## src/rtl/stb_pkg.sv

```systemverilog
`timescale 1ns/1ps
package stb_pkg;

  // Drain controller states
  typedef enum logic [1:0] {
    ST_IDLE   = 2'd0,
    ST_POSTED = 2'd1,
    ST_HELD   = 2'd2
  } stb_state_e;

  // Fault flag register; bit positions match the clear strobe
  typedef struct packed {
    logic imprecise;
    logic precise;
  } flt_flags_t;

endpackage

```

## src/rtl/stb_attr_lookup.sv

```systemverilog
`timescale 1ns/1ps
module stb_attr_lookup #(
  parameter int          AW           = 32,
  parameter logic [AW-1:0] SRAM_LO    = 'h2000_0000,
  parameter logic [AW-1:0] SRAM_HI    = 'h3FFF_FFFF,
  parameter bit          PROT_PRESENT = 1'b1
) (
  input  logic [AW-1:0] addr,
  input  logic          prot_en,
  input  logic [AW-1:0] rgn_lo,
  input  logic [AW-1:0] rgn_hi,
  input  logic          rgn_buf,
  output logic          buf_attr,
  output logic          err_masked
);

  logic in_sram;
  logic rgn_hit;

  assign in_sram = (addr >= SRAM_LO) && (addr <= SRAM_HI);

  generate
    if (PROT_PRESENT) begin : g_rgn
      assign rgn_hit = prot_en && (addr >= rgn_lo) && (addr <= rgn_hi);
    end else begin : g_no_rgn
      assign rgn_hit = 1'b0;
    end
  endgenerate

  // Region attribute has priority over the default map
  assign buf_attr   = rgn_hit ? rgn_buf : in_sram;
  // SRAM never signals bus errors; discard any such response
  assign err_masked = in_sram;

endmodule

```

## src/rtl/stb_drain_ctrl.sv

```systemverilog
`timescale 1ns/1ps
module stb_drain_ctrl
  import stb_pkg::*;
#(
  parameter int AW = 32,
  parameter int DW = 32
) (
  input  logic          clk,
  input  logic          rst,
  input  logic          st_valid,
  input  logic [AW-1:0] st_addr,
  input  logic [DW-1:0] st_data,
  input  logic          attr_buf,
  input  logic          attr_mask,
  output logic          st_ack,
  output logic          bus_valid,
  output logic [AW-1:0] bus_addr,
  output logic [DW-1:0] bus_data,
  input  logic          bus_ready,
  input  logic          bus_err,
  output logic          ev_prec,
  output logic          ev_imp,
  output logic [AW-1:0] ev_addr
);

  stb_state_e state;
  logic       ent_buf;
  logic       ent_mask;
  logic       done;
  logic       err_eff;

  assign done    = bus_valid && bus_ready;
  assign err_eff = done && bus_err && !ent_mask;
  assign ev_prec = err_eff && !ent_buf;
  assign ev_imp  = err_eff && ent_buf;
  assign ev_addr = bus_addr;

  always_ff @(posedge clk) begin
    if (rst) begin
      state     <= ST_IDLE;
      st_ack    <= 1'b0;
      bus_valid <= 1'b0;
      bus_addr  <= '0;
      bus_data  <= '0;
      ent_buf   <= 1'b0;
      ent_mask  <= 1'b0;
    end else begin
      st_ack <= 1'b0;
      unique case (state)
        ST_IDLE: begin
          if (st_valid && !st_ack) begin
            bus_valid <= 1'b1;
            bus_addr  <= st_addr;
            bus_data  <= st_data;
            ent_buf   <= attr_buf;
            ent_mask  <= attr_mask;
            if (attr_buf) begin
              st_ack <= 1'b1;
              state  <= ST_POSTED;
            end else begin
              state  <= ST_HELD;
            end
          end
        end
        ST_POSTED: begin
          if (bus_ready) begin
            bus_valid <= 1'b0;
            state     <= ST_IDLE;
          end
        end
        ST_HELD: begin
          if (bus_ready) begin
            bus_valid <= 1'b0;
            st_ack    <= 1'b1;
            state     <= ST_IDLE;
          end
        end
        default: state <= ST_IDLE;
      endcase
    end
  end

endmodule

```

## src/rtl/stb_fault_log.sv

```systemverilog
`timescale 1ns/1ps
module stb_fault_log
  import stb_pkg::*;
#(
  parameter int AW = 32
) (
  input  logic          clk,
  input  logic          rst,
  input  logic          ev_prec,
  input  logic          ev_imp,
  input  logic [AW-1:0] ev_addr,
  input  logic [1:0]    clr,
  output logic          prec,
  output logic          imp,
  output logic [AW-1:0] addr,
  output logic          addr_valid,
  output logic          pulse
);

  flt_flags_t flags;
  flt_flags_t clr_s;

  assign clr_s = flt_flags_t'(clr);
  assign prec  = flags.precise;
  assign imp   = flags.imprecise;

  always_ff @(posedge clk) begin
    if (rst) begin
      flags      <= '0;
      addr       <= '0;
      addr_valid <= 1'b0;
      pulse      <= 1'b0;
    end else begin
      pulse           <= ev_prec | ev_imp;
      flags.precise   <= ev_prec | (flags.precise & ~clr_s.precise);
      flags.imprecise <= ev_imp | (flags.imprecise & ~clr_s.imprecise);
      addr_valid      <= ev_prec | (addr_valid & ~clr_s.precise);
      if (ev_prec && !flags.precise) begin
        addr <= ev_addr;
      end
    end
  end

endmodule

```

## src/rtl/stb_post_buffer.sv

```systemverilog
`timescale 1ns/1ps
module stb_post_buffer #(
  parameter int            AW           = 32,
  parameter int            DW           = 32,
  parameter logic [AW-1:0] SRAM_LO      = 'h2000_0000,
  parameter logic [AW-1:0] SRAM_HI      = 'h3FFF_FFFF,
  parameter bit            PROT_PRESENT = 1'b1
) (
  input  logic          clk,
  input  logic          rst,
  input  logic          st_valid,
  input  logic [AW-1:0] st_addr,
  input  logic [DW-1:0] st_data,
  output logic          st_ack,
  input  logic          cfg_prot_en,
  input  logic [AW-1:0] cfg_rgn_lo,
  input  logic [AW-1:0] cfg_rgn_hi,
  input  logic          cfg_rgn_buf,
  output logic          bus_valid,
  output logic [AW-1:0] bus_addr,
  output logic [DW-1:0] bus_data,
  input  logic          bus_ready,
  input  logic          bus_err,
  input  logic [1:0]    flt_clr,
  output logic          flt_precise,
  output logic          flt_imprecise,
  output logic [AW-1:0] flt_addr,
  output logic          flt_addr_valid,
  output logic          fault_pulse
);

  logic          attr_buf;
  logic          attr_mask;
  logic          ev_prec;
  logic          ev_imp;
  logic [AW-1:0] ev_addr;

  stb_attr_lookup #(
    .AW(AW), .SRAM_LO(SRAM_LO), .SRAM_HI(SRAM_HI), .PROT_PRESENT(PROT_PRESENT)
  ) attr_i (
    .addr       (st_addr),
    .prot_en    (cfg_prot_en),
    .rgn_lo     (cfg_rgn_lo),
    .rgn_hi     (cfg_rgn_hi),
    .rgn_buf    (cfg_rgn_buf),
    .buf_attr   (attr_buf),
    .err_masked (attr_mask)
  );

  stb_drain_ctrl #(.AW(AW), .DW(DW)) drain_i (
    .clk       (clk),
    .rst       (rst),
    .st_valid  (st_valid),
    .st_addr   (st_addr),
    .st_data   (st_data),
    .attr_buf  (attr_buf),
    .attr_mask (attr_mask),
    .st_ack    (st_ack),
    .bus_valid (bus_valid),
    .bus_addr  (bus_addr),
    .bus_data  (bus_data),
    .bus_ready (bus_ready),
    .bus_err   (bus_err),
    .ev_prec   (ev_prec),
    .ev_imp    (ev_imp),
    .ev_addr   (ev_addr)
  );

  stb_fault_log #(.AW(AW)) flog_i (
    .clk        (clk),
    .rst        (rst),
    .ev_prec    (ev_prec),
    .ev_imp     (ev_imp),
    .ev_addr    (ev_addr),
    .clr        (flt_clr),
    .prec       (flt_precise),
    .imp        (flt_imprecise),
    .addr       (flt_addr),
    .addr_valid (flt_addr_valid),
    .pulse      (fault_pulse)
  );

endmodule

```

## config.mk

```make
export PLATFORM = sky130hd
export DESIGN_NAME = stb_post_buffer
export DESIGN_NICKNAME = d
export VERILOG_FILES = /design/src/rtl/stb_pkg.sv /design/src/rtl/stb_attr_lookup.sv /design/src/rtl/stb_drain_ctrl.sv /design/src/rtl/stb_fault_log.sv /design/src/rtl/stb_post_buffer.sv
export SDC_FILE = /design/constraint.sdc
export NUM_CORES = 1
export LEC_CHECK = 0
export CAP_MARGIN = 20
export CORE_MARGIN = 2
export CORE_UTILIZATION = 39
export CTS_CLUSTER_SIZE = 10
export DETAILED_ROUTE_END_ITERATION = 7
export PLACE_DENSITY = 0.83
export SETUP_SLACK_MARGIN = 0.15
export SLEW_MARGIN = 20
export SYNTH_ARGS = -nofsm -noshare
export SYNTH_HDL_FRONTEND = slang
export SYNTH_HIERARCHICAL = 1
export SYNTH_SLANG_ARGS = --single-unit
```

## constraint.sdc

```tcl
create_clock -name clk -period 2.6 [get_ports clk]
set_clock_uncertainty 0.05 [all_clocks]
set_input_delay 0.39 -clock clk [delete_from_list [all_inputs] [get_ports clk]]
set_output_delay 0.39 -clock clk [all_outputs]
set_load 0.02 [all_outputs]
```

==> reports/summary.txt, run 1 <==
Number of remaining DRC errors -> 0
GRT Util Overall -> 21.7%
First-pass GRT wire length -> 28600 microns
Initial antenna violation count -> 1
Fmax -> 406 MHz
Post-Synthesis Cells -> 740
DR vias -> 5836
Max Cap Viol -> 0
RSZ-0062 raised after global routing -> true
Power per cell area -> 465 nW/um^2
Root buf cell -> clkbuf_16
DR pass1 iterations -> 5
Worst Path Arrival -> 2.67 ns
# clock sinks -> 106
Reg clk slew, reported paths -> 0.08 ns
Cts hold-fix bufs -> 0
P_leak -> 3.87 nW
Initial DRC Count -> 287
Share of cells above drive strength 1 -> 26.3%
Min cycle time layout -> 2.47 ns
Final Setup Violations -> 0
Number of placed I/O pins -> 239
FILL cells -> 1314
Vias in the first global route -> 5736
Clk Latency, worst-skew pair -> 0.35 ns
CP Class -> input port to register
Status -> completed
Post-synth EDFFs -> 0
Placement Setup Slack -> -0.731 ns
Area growth, synth to finish -> 57.1%
Core Area -> 15300 sq um
GR Overflow Total -> 0
Synth cell types -> 44
Starting Density -> 40.1%
Post-DP HPWL -> 14200 microns
Crit share post-route -> 94.8%
Post-synthesis sequential area ratio -> 34.6%
Num rows -> 45
Hold WC Path Type -> input port to register
Die area -> 16800 sq um
Port bufs -> 238
Tightest Pin Transition -> 0.776 ns
Die height -> 129 microns
Final net count -> 1182
WP data required -> 2.80 ns
H-Tree Depth -> 3
Dpl cells -> 1172
Warnings from Yosys -> 6
Total CTS buffers -> 9
ANT nets after route -> 0
Synth Net Count -> 944
Vias/cell -> 4.88
TritonCTS clock tree -> built
Crit end category -> register
Avg Cell Area, Syn -> 8.29 sq um
Die W -> 129 microns
Flip-flop and latch count after synthesis -> 106
Slew Viols, Final -> 0
Hold Vio Cnt, Final -> 0
Final setup TNS -> 0 ns
Post-Route WL -> 18900 microns
VDD IR max -> 0.300 mV
CP Launch Type -> input port
Worst setup slack after layout -> 0.135 ns
Mapped Area -> 6140 sq um
Max-slew headroom -> 48.2%
Non-filler cells, final -> 1196
WL per Instance -> 15.8 microns
Pin count of the biggest net entering global routing -> 84
Final GP Congestion -> 0.833
Top_reg_cell synth -> dfxtp_1
Synth async-reset ratio -> 0%
Critical-path maximum fanout -> 3
Clock tree buffer depth -> 2
## state kept, by name (all words and copies together) (netlist names)
| name | flops |
|---|---|
| drain_i/bus_addr | 32 |
| drain_i/bus_data | 32 |
| flog_i/addr | 32 |
| drain_i/state | 2 |
| drain_i/bus_valid | 1 |
| drain_i/ent_buf | 1 |
| drain_i/ent_mask | 1 |
| drain_i/st_ack | 1 |
| flog_i/addr_valid | 1 |
| flog_i/imp | 1 |
| flog_i/prec | 1 |
| flog_i/pulse | 1 |
## layer usage
metal	wire, microns	global-route usage [%]	vias to the layer above
met1	8270	26.7	2684
li1	-	-	2945
met2	9250	37.3	170
met4	614	9.36	0
met3	798	3.76	37
met5	0	0	-
## cells in the mapped netlist, drive strengths merged (9+ instances only)
library cell / instances / area share (%)
buf: 56 / 6.6
clkbuf: 15 / 0.92
nand2: 153 / 9.4
ha: 67 / 14
inv: 71 / 4.3
o21ai: 42 / 5.3
a21oi: 100 / 8.2
nand3: 10 / 0.82
nand4: 9 / 0.92
nand4bb: 32 / 5.9
dfxtp: 106 / 35
nand2b: 39 / 4.1
## through the flow
step           area [sq um]  hold slack (ns)  utilization (%)  total power [mW]
6_report               9640            0.297             63.0              4.48
5_1_grt                9640            0.294             62.9              4.69
4_1_cts                9650            0.296             63.0              4.49
3_5_place_dp           8900            0.396             58.1              3.10
3_3_place_gp           8900            0.391             58.1              3.06
2_1_floorplan          6280            0.395                -              2.52
## worst paths after layout
path                              from                    to  slack (ns)  depth (start not counted)
setup / recovery           st_addr[17]      drain_i/state[1]        0.13                         10
hold / removal             st_addr[26]  drain_i/bus_addr[26]        0.30                          3
setup reg to reg      drain_i/state[0]  drain_i/bus_addr[24]        0.67                          6
hold reg to reg   drain_i/bus_data[15]  drain_i/bus_data[15]        0.41                          2
## logic make-up after synthesis
logic type      after synthesis  synth area share [%]
simple gates                263                  23.1
mux                           1                 0.245
buf+inv                     142                  11.8
compound gates              161                  16.6
fa+ha+maj                    67                  13.7
flops                       106                  34.6
## worst max-delay path, stage by stage
cell	delay, ns
clkdlybuf4s15_1	0.29
ha_4	0.33
nand4_1	0.10
nor4_1	0.27
buf_4	0.18
a31oi_4	0.07
a211oi_2	0.24
mux2_4	0.32
or4_1	0.39
o31ai_1	0.08
## layout make-up
| type | instances | area (sq um) | share of cell area [%] |
|---|---|---|---|
| Clock inverter | 6 | 56.3 | 0.584 |
| Sequential cell | 106 | 2120 | 22.0 |
| Inverter | 71 | 292 | 3.02 |
| Timing Repair Buffer | 298 | 2680 | 27.8 |
| Multi-Input combinational cell | 492 | 3980 | 41.3 |
| Tap cell | 211 | 264 | 2.74 |
| Antenna cell | 2 | 5.00 | 0.0519 |
| Clock buffer | 10 | 239 | 2.48 |
## report_power, final
group	switching [mW]	total (mW)	internal [mW]
clock	0.641	1.34	0.698
sequential	0.0737	1.80	1.73
combinational	0.689	1.34	0.653
total	1.40	4.48	3.08
## what timing repair did
action	4_1_cts	5_1_grt
setup buffers	6	0
gates resized for setup	266	12
pin swaps	77	6
setup endpoints to repair	4	4
## cell usage in the layout, fill, tap and decap left out, types with 8 or more instances in the layout
cell	count
nand3_1	9
inv_2	42
nand4_1	9
clkdlybuf4s50_1	143
ha_1	21
dfxtp_1	106
nand2b_1	38
a21oi_2	8
dlygate4sd2_1	63
ha_4	45
buf_4	58
o21ai_2	33
nand2_1	148
clkbuf_16	9
inv_1	25
nand4bb_1	32
a21oi_1	92
buf_2	17
Power figures use the tool's default switching activity.
==> inputs of run 2 (changes only) <==
--- a/config.mk
+++ b/config.mk
@@ -5,13 +5,14 @@
 export SDC_FILE = /design/constraint.sdc
 export NUM_CORES = 1
 export LEC_CHECK = 0
-export CAP_MARGIN = 20
+export CAP_MARGIN = 5
 export CORE_MARGIN = 2
 export CORE_UTILIZATION = 39
 export CTS_CLUSTER_SIZE = 10
 export DETAILED_ROUTE_END_ITERATION = 7
 export PLACE_DENSITY = 0.83
 export SETUP_SLACK_MARGIN = 0.15
+export SKIP_CTS_REPAIR_TIMING = 1
 export SLEW_MARGIN = 20
 export SYNTH_ARGS = -nofsm -noshare
 export SYNTH_HDL_FRONTEND = slang
==> run 2 against run 1 <==
Critical path depth grew 3. Final cell count is the same. Routed wire length increased by 6.0%. Total power up 1.6%. Global-route usage shrank 1.0 points. Combinational power up 5%. Die area is the same. Sequential share of layout area shrank 1.0 points. Final area grew 4.8%. Largest cell class unchanged.
==> reports/summary.txt, run 2 (synthesis results as in run 1) <==
Status -> completed
CP Launch Type -> input port
Crit share post-route -> 97.0%
Die W -> 129 microns
VDD IR max -> 0.300 mV
Max Cap Viol -> 0
Area growth, synth to finish -> 64.6%
Tightest Pin Transition -> 0.777 ns
Worst setup slack after layout -> 0.0767 ns
Crit path buffers/inverters -> 3
Power per cell area -> 451 nW/um^2
Final Setup Violations -> 0
Fmax -> 396 MHz
CP Class -> input port to register
Reg clk slew, reported paths -> 0.07 ns
Critical-path maximum fanout -> 2
Crit-path leading delay family -> compound AO/OA/AOI/OAI gates
FILL cells -> 1200
Final net count -> 1180
Final GP Congestion -> 0.833
Post-Route WL -> 20100 microns
Num rows -> 45
GRT Util Overall -> 20.7%
DR vias -> 5937
DR pass1 iterations -> 7
Worst path cell trace -> buf_6 > buf_6 > inv_12 > ha_4 > o21ai_2 > a211o_1 > o221ai_2 > a211oi_2 > o21a_1 > a211oi_2 > mux2_4 > or4_4 > o31ai_2
Dpl cells -> 1172
H-Tree Depth -> 3
Vias in the first global route -> 5482
Max-slew headroom -> 48.2%
Final setup TNS -> 0 ns
Worst Path Arrival -> 2.74 ns
Share of cells above drive strength 1 -> 26.6%
Number of remaining DRC errors -> 0
Number of placed I/O pins -> 239
Min cycle time layout -> 2.52 ns
Post-DP HPWL -> 14200 microns
Die height -> 129 microns
Leading registers by flop count -> drain_i/bus_addr (32), drain_i/bus_data (32), flog_i/addr (32)
WL per Instance -> 16.8 microns
Clk Latency, worst-skew pair -> 0.35 ns
Root buf cell -> clkbuf_16
Non-filler cells, final -> 1196
TritonCTS clock tree -> built
Vias/cell -> 4.96
Most frequent cells in the layout -> 146 x nand2_1, 143 x clkdlybuf4s50_1, 106 x dfxtp_1
Initial DRC Count -> 298
Most common cell after layout, fill and taps aside -> nand2_1
Hold WS -> 0.323 ns
Crit end category -> register
RSZ-0062 raised after global routing -> true
GR Overflow Total -> 0
Clock tree buffer depth -> 2
CP max stage delay -> 0.42 ns
P_leak -> 4.55 nW
WP data required -> 2.81 ns
First-pass GRT wire length -> 27400 microns
Hold Vio Cnt, Final -> 0
Placement Setup Slack -> -0.731 ns
Starting Density -> 40.1%
ANT nets after route -> 0
# clock sinks -> 106
Die area -> 16800 sq um
Pin count of the biggest net entering global routing -> 84
Port bufs -> 238
Initial antenna violation count -> 3
Slew Viols, Final -> 0
Total CTS buffers -> 9
Core Area -> 15300 sq um
Hold WC Path Type -> input port to register
Crit path max-delay cell type -> or4_4
-- run 2: cell count changes in the layout (fill, tap and decap cells not counted), sizes merged --
| cell | change |
|---|---|
| buf | -19 |
| diode | +2 |
| dlygate4sd2 | -63 |
| clkbuf | +3 |
| dlymetal6s2s | +86 |
| clkdlybuf4s15 | -9 |
-- run 2: power by group --
| group | internal (mW) | switching [mW] | leakage (nW) |
|---|---|---|---|
| combinational | 0.696 | 0.715 | 3.54 |
| sequential | 1.73 | 0.0740 | 0.865 |
| clock | 0.698 | 0.642 | 0.144 |
| total | 3.12 | 1.43 | 4.55 |
-- run 2: final cells by class --
type,count,area (sq um),area share (%)
Antenna cell,4,10.0,0.0991
Tap cell,211,264,2.61
Sequential cell,106,2120,21.0
Clock buffer,10,239,2.37
Inverter,71,292,2.89
Timing Repair Buffer,296,3030,29.9
Multi-Input combinational cell,492,4100,40.5
Clock inverter,6,56.3,0.557
-- run 2: stage by stage --
step | util [%] | power [mW] | cell area [sq um]
floorplan | - | 2.52 | 6280
global placement | 58.1 | 3.06 | 8900
detailed placement | 58.1 | 3.10 | 8900
CTS | 60.1 | 4.42 | 9200
global route | 66.0 | 4.76 | 10100
finish | 66.0 | 4.55 | 10100
-- run 2: per-layer routing --
layer / GRT usage (%) / vias to the layer above / wire [microns]
met4: 8.73 / 0 / 857
met5: 0 / - / 0
met1: 26.2 / 2735 / 8320
met2: 34.5 / 196 / 10000
met3: 3.76 / 59 / 894
li1: - / 2947 / -
-- run 2: final timing paths --
kind,from,to,slack (ns),cells after the start
setup / recovery,cfg_rgn_lo[2],drain_i/state[1],0.08,13
hold reg to reg,drain_i/bus_data[15],drain_i/bus_data[15],0.40,2
hold / removal,st_addr[5],drain_i/bus_addr[5],0.32,3
setup reg to reg,drain_i/state[0],drain_i/bus_addr[24],0.66,6
-- run 2: worst register-to-register path: cells and delay by family, from the launching register on --
kind	cells	cell delay [ns]
compound gates	1	0.19
buf+inv	2	0.52
flops	1	0.38
fa+ha+maj	1	0.27
simple gates	2	0.47
